===== config.mk =====
export PLATFORM = sky130hd
export DESIGN_NAME = dbuf_serial_port
export DESIGN_NICKNAME = d
export VERILOG_FILES = /design/src/rtl/dbsp_pkg.sv /design/src/rtl/dbsp_sclk_gen.sv /design/src/rtl/dbsp_tx.sv /design/src/rtl/dbsp_rx.sv /design/src/rtl/dbuf_serial_port.sv
export SDC_FILE = /design/constraint.sdc
export NUM_CORES = 1
export LEC_CHECK = 0
export BUFFER_PORTS_ARGS = -buffer_cell sky130_fd_sc_hd__buf_2
export CORE_UTILIZATION = 45
export DETAILED_ROUTE_END_ITERATION = 16
export PLACE_DENSITY = 0.71
export REMOVE_ABC_BUFFERS = 1
export SLEW_MARGIN = 20
export SYNTH_ARGS = -nofsm -noshare
export SYNTH_HDL_FRONTEND = slang
export SYNTH_SLANG_ARGS = --single-unit

===== constraint.sdc =====
create_clock -name clk -period 3.2 [get_ports clk]
set_input_delay 0.16 -clock clk [delete_from_list [all_inputs] [get_ports clk]]
set_output_delay 0.16 -clock clk [all_outputs]
set_load 0.1 [all_outputs]

===== src/rtl/dbsp_pkg.sv =====
package dbsp_pkg;
  localparam logic [2:0] A_TXCTL = 3'd0;
  localparam logic [2:0] A_RXCTL = 3'd1;
  localparam logic [2:0] A_TXDIV = 3'd2;
  localparam logic [2:0] A_RXDIV = 3'd3;
  localparam logic [2:0] A_TXDAT = 3'd4;
  localparam logic [2:0] A_RXDAT = 3'd5;
  localparam logic [2:0] A_STAT  = 3'd6;

  // length field -> bits per word; fields below 2 give the 3-bit minimum
  function automatic int unsigned fld2bits(input int unsigned f);
    return (f < 2) ? 3 : f + 1;
  endfunction
endpackage


===== src/rtl/dbsp_sclk_gen.sv =====
module dbsp_sclk_gen #(
  parameter int DIVW    = 8,
  parameter int STARTUP = 3
) (
  input  logic            clk,
  input  logic            rst_n,
  input  logic            run,
  input  logic            ext_sel,
  input  logic [DIVW-1:0] div,
  input  logic            sclk_in,
  output logic            sclk_out,
  output logic            sclk_oe,
  output logic            go_rise,
  output logic            go_fall
);
  localparam int STW = $clog2(STARTUP + 1);

  logic [DIVW-1:0] cnt;
  logic            lvl;
  logic [2:0]      sync;
  logic [STW-1:0]  st;
  logic            int_run, tick, rise, fall, ready;

  assign int_run = run & ~ext_sel;
  assign tick    = int_run && (cnt == div);

  always_comb begin
    if (ext_sel) begin
      rise = run & sync[1] & ~sync[2];
      fall = run & ~sync[1] & sync[2];
    end else begin
      rise = tick & ~lvl;
      fall = tick & lvl;
    end
  end

  assign ready   = (st == STW'(STARTUP));
  assign go_rise = rise & ready;
  assign go_fall = fall & ready;
  assign sclk_out = lvl;
  assign sclk_oe  = ~ext_sel;

  always_ff @(posedge clk or negedge rst_n) begin
    if (!rst_n) begin
      cnt  <= '0;
      lvl  <= 1'b0;
      sync <= '0;
      st   <= '0;
    end else begin
      sync <= {sync[1:0], sclk_in};
      if (!int_run) begin
        cnt <= '0;
        lvl <= 1'b0;
      end else if (tick) begin
        cnt <= '0;
        lvl <= ~lvl;
      end else begin
        cnt <= cnt + 1'b1;
      end
      if (!run)
        st <= '0;
      else if (rise && !ready)
        st <= st + 1'b1;
    end
  end
endmodule


===== src/rtl/dbsp_tx.sv =====
module dbsp_tx #(
  parameter int MAXW = 16,
  parameter int CNTW = 5
) (
  input  logic            clk,
  input  logic            rst_n,
  input  logic            en,
  input  logic [CNTW-1:0] nbits,
  input  logic            go_rise,
  input  logic            wr,
  input  logic [MAXW-1:0] wdata,
  output logic            tx_d,
  output logic            tx_fs,
  output logic            irq,
  output logic            unf,
  output logic            load
);
  logic [MAXW-1:0] hold, shreg;
  logic            hold_full, busy, shifting;
  logic [CNTW-1:0] left;

  assign shifting = busy && (left != '0);
  assign load     = en & go_rise & ~shifting & hold_full;

  always_ff @(posedge clk or negedge rst_n) begin
    if (!rst_n) begin
      hold <= '0; shreg <= '0; hold_full <= 1'b0; busy <= 1'b0;
      left <= '0; tx_d <= 1'b0; tx_fs <= 1'b0; irq <= 1'b0; unf <= 1'b0;
    end else if (!en) begin
      hold_full <= 1'b0; busy <= 1'b0; left <= '0;
      tx_d <= 1'b0; tx_fs <= 1'b0; irq <= 1'b0; unf <= 1'b0;
    end else begin
      if (wr) begin
        hold      <= wdata;
        hold_full <= 1'b1;
      end else if (load) begin
        hold_full <= 1'b0;
      end
      if (load)
        irq <= 1'b1;
      else if (wr)
        irq <= 1'b0;
      if (go_rise) begin
        if (shifting) begin
          tx_d  <= shreg[MAXW-1];
          shreg <= shreg << 1;
          left  <= left - 1'b1;
          tx_fs <= 1'b0;
        end else if (hold_full) begin
          shreg <= hold << (CNTW'(MAXW) - nbits);
          left  <= nbits;
          busy  <= 1'b1;
          tx_fs <= 1'b1;
          tx_d  <= 1'b0;
        end else begin
          if (busy) unf <= 1'b1;
          busy  <= 1'b0;
          tx_d  <= 1'b0;
          tx_fs <= 1'b0;
        end
      end
    end
  end
endmodule


===== src/rtl/dbsp_rx.sv =====
module dbsp_rx #(
  parameter int MAXW = 16,
  parameter int CNTW = 5
) (
  input  logic            clk,
  input  logic            rst_n,
  input  logic            en,
  input  logic [CNTW-1:0] nbits,
  input  logic            go_fall,
  input  logic            rx_d,
  input  logic            rx_fs,
  input  logic            rd_clr,
  output logic [MAXW-1:0] data,
  output logic            irq,
  output logic            ovf,
  output logic            done
);
  logic [MAXW-1:0] shreg;
  logic            busy;
  logic [CNTW-1:0] left;

  assign done = en & go_fall & busy & (left == CNTW'(1));

  always_ff @(posedge clk or negedge rst_n) begin
    if (!rst_n) begin
      data <= '0; shreg <= '0; busy <= 1'b0; left <= '0;
      irq <= 1'b0; ovf <= 1'b0;
    end else if (!en) begin
      shreg <= '0; busy <= 1'b0; left <= '0; irq <= 1'b0; ovf <= 1'b0;
    end else begin
      if (go_fall) begin
        if (!busy) begin
          if (rx_fs) begin
            busy  <= 1'b1;
            left  <= nbits;
            shreg <= '0;
          end
        end else begin
          shreg <= {shreg[MAXW-2:0], rx_d};
          left  <= left - 1'b1;
          if (left == CNTW'(1)) begin
            busy <= 1'b0;
            data <= {shreg[MAXW-2:0], rx_d};
          end
        end
      end
      if (done) begin
        irq <= 1'b1;
        if (irq) ovf <= 1'b1;
      end else if (rd_clr) begin
        irq <= 1'b0;
      end
    end
  end
endmodule


===== src/rtl/dbuf_serial_port.sv =====
module dbuf_serial_port
  import dbsp_pkg::*;
#(
  parameter int MAXW    = 16,
  parameter int DIVW    = 8,
  parameter int STARTUP = 3
) (
  input  logic            clk,
  input  logic            rst_n,
  input  logic            wr_en,
  input  logic [2:0]      wr_addr,
  input  logic [MAXW-1:0] wr_data,
  input  logic            rd_en,
  input  logic [2:0]      rd_addr,
  output logic [MAXW-1:0] rd_data,
  input  logic            tx_sclk_in,
  output logic            tx_sclk_out,
  output logic            tx_sclk_oe,
  output logic            tx_fs,
  output logic            tx_d,
  output logic            tx_irq,
  input  logic            rx_sclk_in,
  output logic            rx_sclk_out,
  output logic            rx_sclk_oe,
  input  logic            rx_fs,
  input  logic            rx_d,
  output logic            rx_irq
);
  localparam int LENW = $clog2(MAXW);
  localparam int CNTW = $clog2(MAXW + 1);

  logic            tx_en, tx_ext, rx_en, rx_ext;
  logic [LENW-1:0] tx_lenf, rx_lenf;
  logic [DIVW-1:0] tx_div, rx_div;
  logic [CNTW-1:0] tx_nbits, rx_nbits;
  logic            tx_rise, tx_fall_unused, rx_rise_unused, rx_fall;
  logic            tx_load, tx_unf, rx_ovf, rx_done, rx_clr, tx_wr;
  logic [MAXW-1:0] rx_word;

  // control and divisor registers: only reset clears them
  always_ff @(posedge clk or negedge rst_n) begin
    if (!rst_n) begin
      tx_en <= 1'b0; tx_ext <= 1'b0; tx_lenf <= '0;
      rx_en <= 1'b0; rx_ext <= 1'b0; rx_lenf <= '0;
      tx_div <= '0; rx_div <= '0;
    end else if (wr_en) begin
      case (wr_addr)
        A_TXCTL: begin
          tx_en <= wr_data[0]; tx_ext <= wr_data[1]; tx_lenf <= wr_data[4 +: LENW];
        end
        A_RXCTL: begin
          rx_en <= wr_data[0]; rx_ext <= wr_data[1]; rx_lenf <= wr_data[4 +: LENW];
        end
        A_TXDIV: tx_div <= wr_data[DIVW-1:0];
        A_RXDIV: rx_div <= wr_data[DIVW-1:0];
        default: ;
      endcase
    end
  end

  assign tx_nbits = CNTW'(fld2bits(32'(tx_lenf)));
  assign rx_nbits = CNTW'(fld2bits(32'(rx_lenf)));
  assign tx_wr    = wr_en && (wr_addr == A_TXDAT);
  assign rx_clr   = rd_en && (rd_addr == A_RXDAT);

  always_comb begin
    case (rd_addr)
      A_TXCTL: rd_data = MAXW'({tx_lenf, 2'b00, tx_ext, tx_en});
      A_RXCTL: rd_data = MAXW'({rx_lenf, 2'b00, rx_ext, rx_en});
      A_TXDIV: rd_data = MAXW'(tx_div);
      A_RXDIV: rd_data = MAXW'(rx_div);
      A_RXDAT: rd_data = rx_word;
      A_STAT:  rd_data = MAXW'({rx_irq, tx_irq, rx_ovf, tx_unf});
      default: rd_data = '0;
    endcase
  end

  dbsp_sclk_gen #(.DIVW(DIVW), .STARTUP(STARTUP)) u_tx_clk (
    .clk(clk), .rst_n(rst_n), .run(tx_en), .ext_sel(tx_ext), .div(tx_div),
    .sclk_in(tx_sclk_in), .sclk_out(tx_sclk_out), .sclk_oe(tx_sclk_oe),
    .go_rise(tx_rise), .go_fall(tx_fall_unused)
  );

  dbsp_sclk_gen #(.DIVW(DIVW), .STARTUP(STARTUP)) u_rx_clk (
    .clk(clk), .rst_n(rst_n), .run(rx_en), .ext_sel(rx_ext), .div(rx_div),
    .sclk_in(rx_sclk_in), .sclk_out(rx_sclk_out), .sclk_oe(rx_sclk_oe),
    .go_rise(rx_rise_unused), .go_fall(rx_fall)
  );

  dbsp_tx #(.MAXW(MAXW), .CNTW(CNTW)) u_tx (
    .clk(clk), .rst_n(rst_n), .en(tx_en), .nbits(tx_nbits), .go_rise(tx_rise),
    .wr(tx_wr), .wdata(wr_data), .tx_d(tx_d), .tx_fs(tx_fs), .irq(tx_irq),
    .unf(tx_unf), .load(tx_load)
  );

  dbsp_rx #(.MAXW(MAXW), .CNTW(CNTW)) u_rx (
    .clk(clk), .rst_n(rst_n), .en(rx_en), .nbits(rx_nbits), .go_fall(rx_fall),
    .rx_d(rx_d), .rx_fs(rx_fs), .rd_clr(rx_clr), .data(rx_word), .irq(rx_irq),
    .ovf(rx_ovf), .done(rx_done)
  );
endmodule


==> flow_metrics.py <==
metrics = {
    "place": {
        "place_area_mm2": 0.00778,
        "place.gp.congestion": 0.914,
        "io_buffers": 53,
        "place_ws_ps": 269,
        "place_inst": 914,
        "dpl.hpwl_um": 12000,
    },
    "power": {
        "netSwitchingPower_mw": 2.10,
        "total_power_mw": 5.74,
        "powerDensity_mw_per_mm2": 679,
        "ir_drop_v": 0.000436,
        "power_frac_seq_pct": 37.6,
        "swShare_pct": 36.6,
        "power.internal_mw": 3.64,
        "combPwrFrac_pct": 29.9,
        "p_leak_nw": 3.96,
        "p_clk_share_pct": 32.5,
    },
    "clock_tree": {
        "root_buffer": "clkbuf_16",
        "cts_buffer_depth": 2,
        "numCtsBuffers": 17,
        "htreeDepth": 4,
        "clkTransAtPathRegs_ps": 60,
        "clock_sinks": 138,
        "clk-insertion-delay-late_ps": 430,
        "postCtsSetupRepairBufs": 0,
        "cts_tree": "yes",
    },
    "logic_synthesis": {
        "synth.avg_cell_area_um2": 11.0,
        "ys_ff_latch": 138,
        "synth_warnings": 0,
        "netlist_area_mm2": 0.00731,
        "synthTopCellsByCount": "138 x dfrtp_1, 58 x mux2_2, 57 x nand2_1, 57 x nor2_1, 35 x mux2i_1",
        "yosysTopAreaCellShare_pct": 47.2,
        "synth_cell_types": 64,
        "synth_flop_cell": "dfrtp_1",
        "synth_area_leader_cell": "dfrtp_1",
        "synth.yosys.seq_area_share_pct": 47.2,
        "yosysMostFrequentCell": "dfrtp_1",
        "syn_inst": 667,
        "synth-async-reset-ratio_pct": 100,
        "synth_edf_count": 0,
        "synth_area_leaders": "dfrtp_1 47%, mux2_2 8.9%, mux2i_1 4.8%, xor2_1 3.5%, nand2_1 2.9%",
    },
    "grt": {
        "grt_pass1_wl_um": 27700,
        "antenna_found_initial": 0,
        "grt_max_degree": 105,
        "overflow": 0,
        "grt_pass1_vias": 5250,
        "grt_use_total_pct": 21.6,
    },
    "finish": {
        "stdcell_area_mm2": 0.00846,
        "fill_cells": 1425,
        "area.growth.synth_to_final_pct": 15.7,
        "fin_nets": 769,
        "antenna_cells": 0,
        "final_util_pct": 53.2,
        "drive_gt1_share_pct": 23.5,
        "fin_cells": 958,
    },
    "route": {
        "route.detailed.drc": 0,
        "routed_wirelength_um": 17000,
        "wl_per_cell_um": 17.7,
        "drt-initial-drc-count": 424,
        "firstDrtPassIters": 5,
        "vias": 5394,
        "antenna_left": 0,
        "vias_per_cell": 5.63,
    },
    "sta": {
        "fin_crit_ps": 2930,
        "fin_tns_setup_ps": 0,
        "fmax_ghz": 0.342,
        "slew_violations": 0,
        "tightest_slew_ps": 983,
        "worst_slack_ps": 273,
        "setup_viol_count_final": 0,
        "grt_setup_unrepaired": "no",
        "fin_skew_ps": 10.8,
        "hold-worst-slack_ps": 19.0,
        "relSlewSlack_pct": 34.5,
        "final-hold-violation-count": 0,
        "fin_crit_sh_pct": 91.5,
    },
    "worst_hold_path": {
        "worstHoldStart": "rd_en",
        "hold_class": "input pin to flip-flop",
        "hold-path-cell-count": 4,
        "whs_endpoint": "u_rx.irq",
    },
    "critical_path": {
        "crit_buf_inv": 1,
        "end_kind": "flip-flop",
        "worst_path_max_delay_cell": "dfrtp_1",
        "rr_worst_depth": 9,
        "rr_endpoint": "u_tx.shreg[13]",
        "cp_cell_sequence": "ha_1, nor2_1, ha_1, xor2_4, buf_4, mux2i_1, mux2i_1, o21ai_0, a31oi_1",
        "path_delay_family": "adder cells",
        "path_max_fanout": 15,
        "critical_path_class": "flip-flop to flip-flop",
        "r2r_setup_slack_ps": 270,
        "worstPathRequired_ps": 3490,
        "cp.arrival_ps": 3220,
        "critPathLaunchType": "flip-flop",
        "reg2reg_from": "tx_lenf[0]",
        "max_stage_delay_ps": 480,
    },
    "die": {
        "start_util_pct": 46.0,
        "die_w_um": 129,
        "die-area_mm2": 0.0168,
        "die_height_um": 129,
        "io_pins": 54,
        "rows": 46,
        "core-area_mm2": 0.0159,
    },
    "run": {
        "max-cap-violations": 0,
    },
    "outcome": {
        "outcome": "finished clean",
    },
}
==> what timing repair did <==
item / in CTS / in global routing
hold endpoints to repair: 114 / 0
hold buffers: 12 / 0
setup endpoints to repair: 0 / 8
resized for setup: 0 / 1
==> cell usage in the layout (no fill, tap or decap), types with 6 or more instances in the layout <==
cell type and n:
a21boi_0 8, a21oi_1 13, a221oi_1 11, a22o_1 19
and2_1 7, and3_1 19, buf_2 52, buf_4 11
clkbuf_16 17, dfrtp_1 137, dlygate4sd3_1 12, ha_1 10
inv_1 12, inv_6 7, mux2_2 58, mux2i_1 35
mux4_2 6, nand2_1 57, nand2b_1 7, nand3_1 24
nand3b_1 6, nor2_1 57, nor2b_1 13, o21ai_0 24
xnor2_1 9, xor2_1 29
==> final cells by class <==
class                      count  area [µm²]  area share [%]
clock inverter                14         126            1.49
inverter                      13        48.8           0.577
timing repair buffer          77         494            5.84
clock buffer                  18         429            5.07
multi-input combinational    482        3630            43.0
tap                          216         270            3.20
sequential                   138        3450            40.8
==> worst max-delay path by stage <==
stage                endpoint  depth (start not counted)  startpoint
6_report       u_tx.shreg[13]                          9  tx_lenf[0]
5_1_grt        u_tx.shreg[13]                         10  tx_lenf[1]
4_1_cts        u_tx.shreg[13]                         10  tx_lenf[1]
3_5_place_dp   u_tx.shreg[13]                          9  tx_lenf[1]
3_3_place_gp   u_tx.shreg[13]                          9  tx_lenf[1]
2_1_floorplan  u_tx.shreg[11]                          8  tx_lenf[3]
==> cell families (layout without fill, tap and decap cells) <==
logic type / after synthesis / in the layout / synth area share, %
multiplexers: 102 / 102 / 16.6
AO/OA/AOI/OAI: 115 / 115 / 11.7
flip-flops: 138 / 138 / 47.2
adder cells (fa/ha/maj): 10 / 10 / 1.71
buffers and inverters: 47 / 122 / 3.10
AND/OR/NAND/NOR: 216 / 216 / 14.6
XOR/XNOR: 39 / 39 / 4.93
==> flip-flops by register name, indices dropped and copies added, names as in the netlist, 2 cells and up <==
signal and flops:
rx_div 8, rx_lenf 4, tx_div 8, tx_lenf 4, u_rx.data 16, u_rx.left 5, u_rx.shreg 15, u_rx_clk.cnt 8
u_rx_clk.st 2, u_rx_clk.sync 3, u_tx.hold 16, u_tx.left 5, u_tx.shreg 16, u_tx_clk.cnt 8, u_tx_clk.st 2, u_tx_clk.sync 3
==> worst register-to-register path: stages, from the launching register on <==
cell     delay (ps)
dfrtp_1         480
ha_1            430
nor2_1          140
ha_1            360
xor2_4          470
buf_4           240
mux2i_1         250
mux2i_1         100
o21ai_0         230
a31oi_1         110
==> power by group through the flow <==
stage / Combinational, mW / Sequential, mW / Clock [mW]
floorplan: 1.25 / 2.10 / 0
global placement: 1.67 / 2.17 / 0
detailed placement: 1.69 / 2.19 / 0
CTS: 1.70 / 2.15 / 1.89
global route: 1.86 / 2.19 / 1.99
finish: 1.72 / 2.16 / 1.87
==> layer usage <==
| metal | vias up | share of wire (%) | track usage [%] |
|---|---|---|---|
| met5 | - | 0 | 0 |
| met1 | 2707 | 47 | 30.4 |
| met4 | 0 | 1.4 | 6.98 |
| li1 | 2529 | - | - |
| met2 | 136 | 48 | 33.8 |
| met3 | 22 | 3.6 | 3.96 |
(Power assumes the default switching activity.)
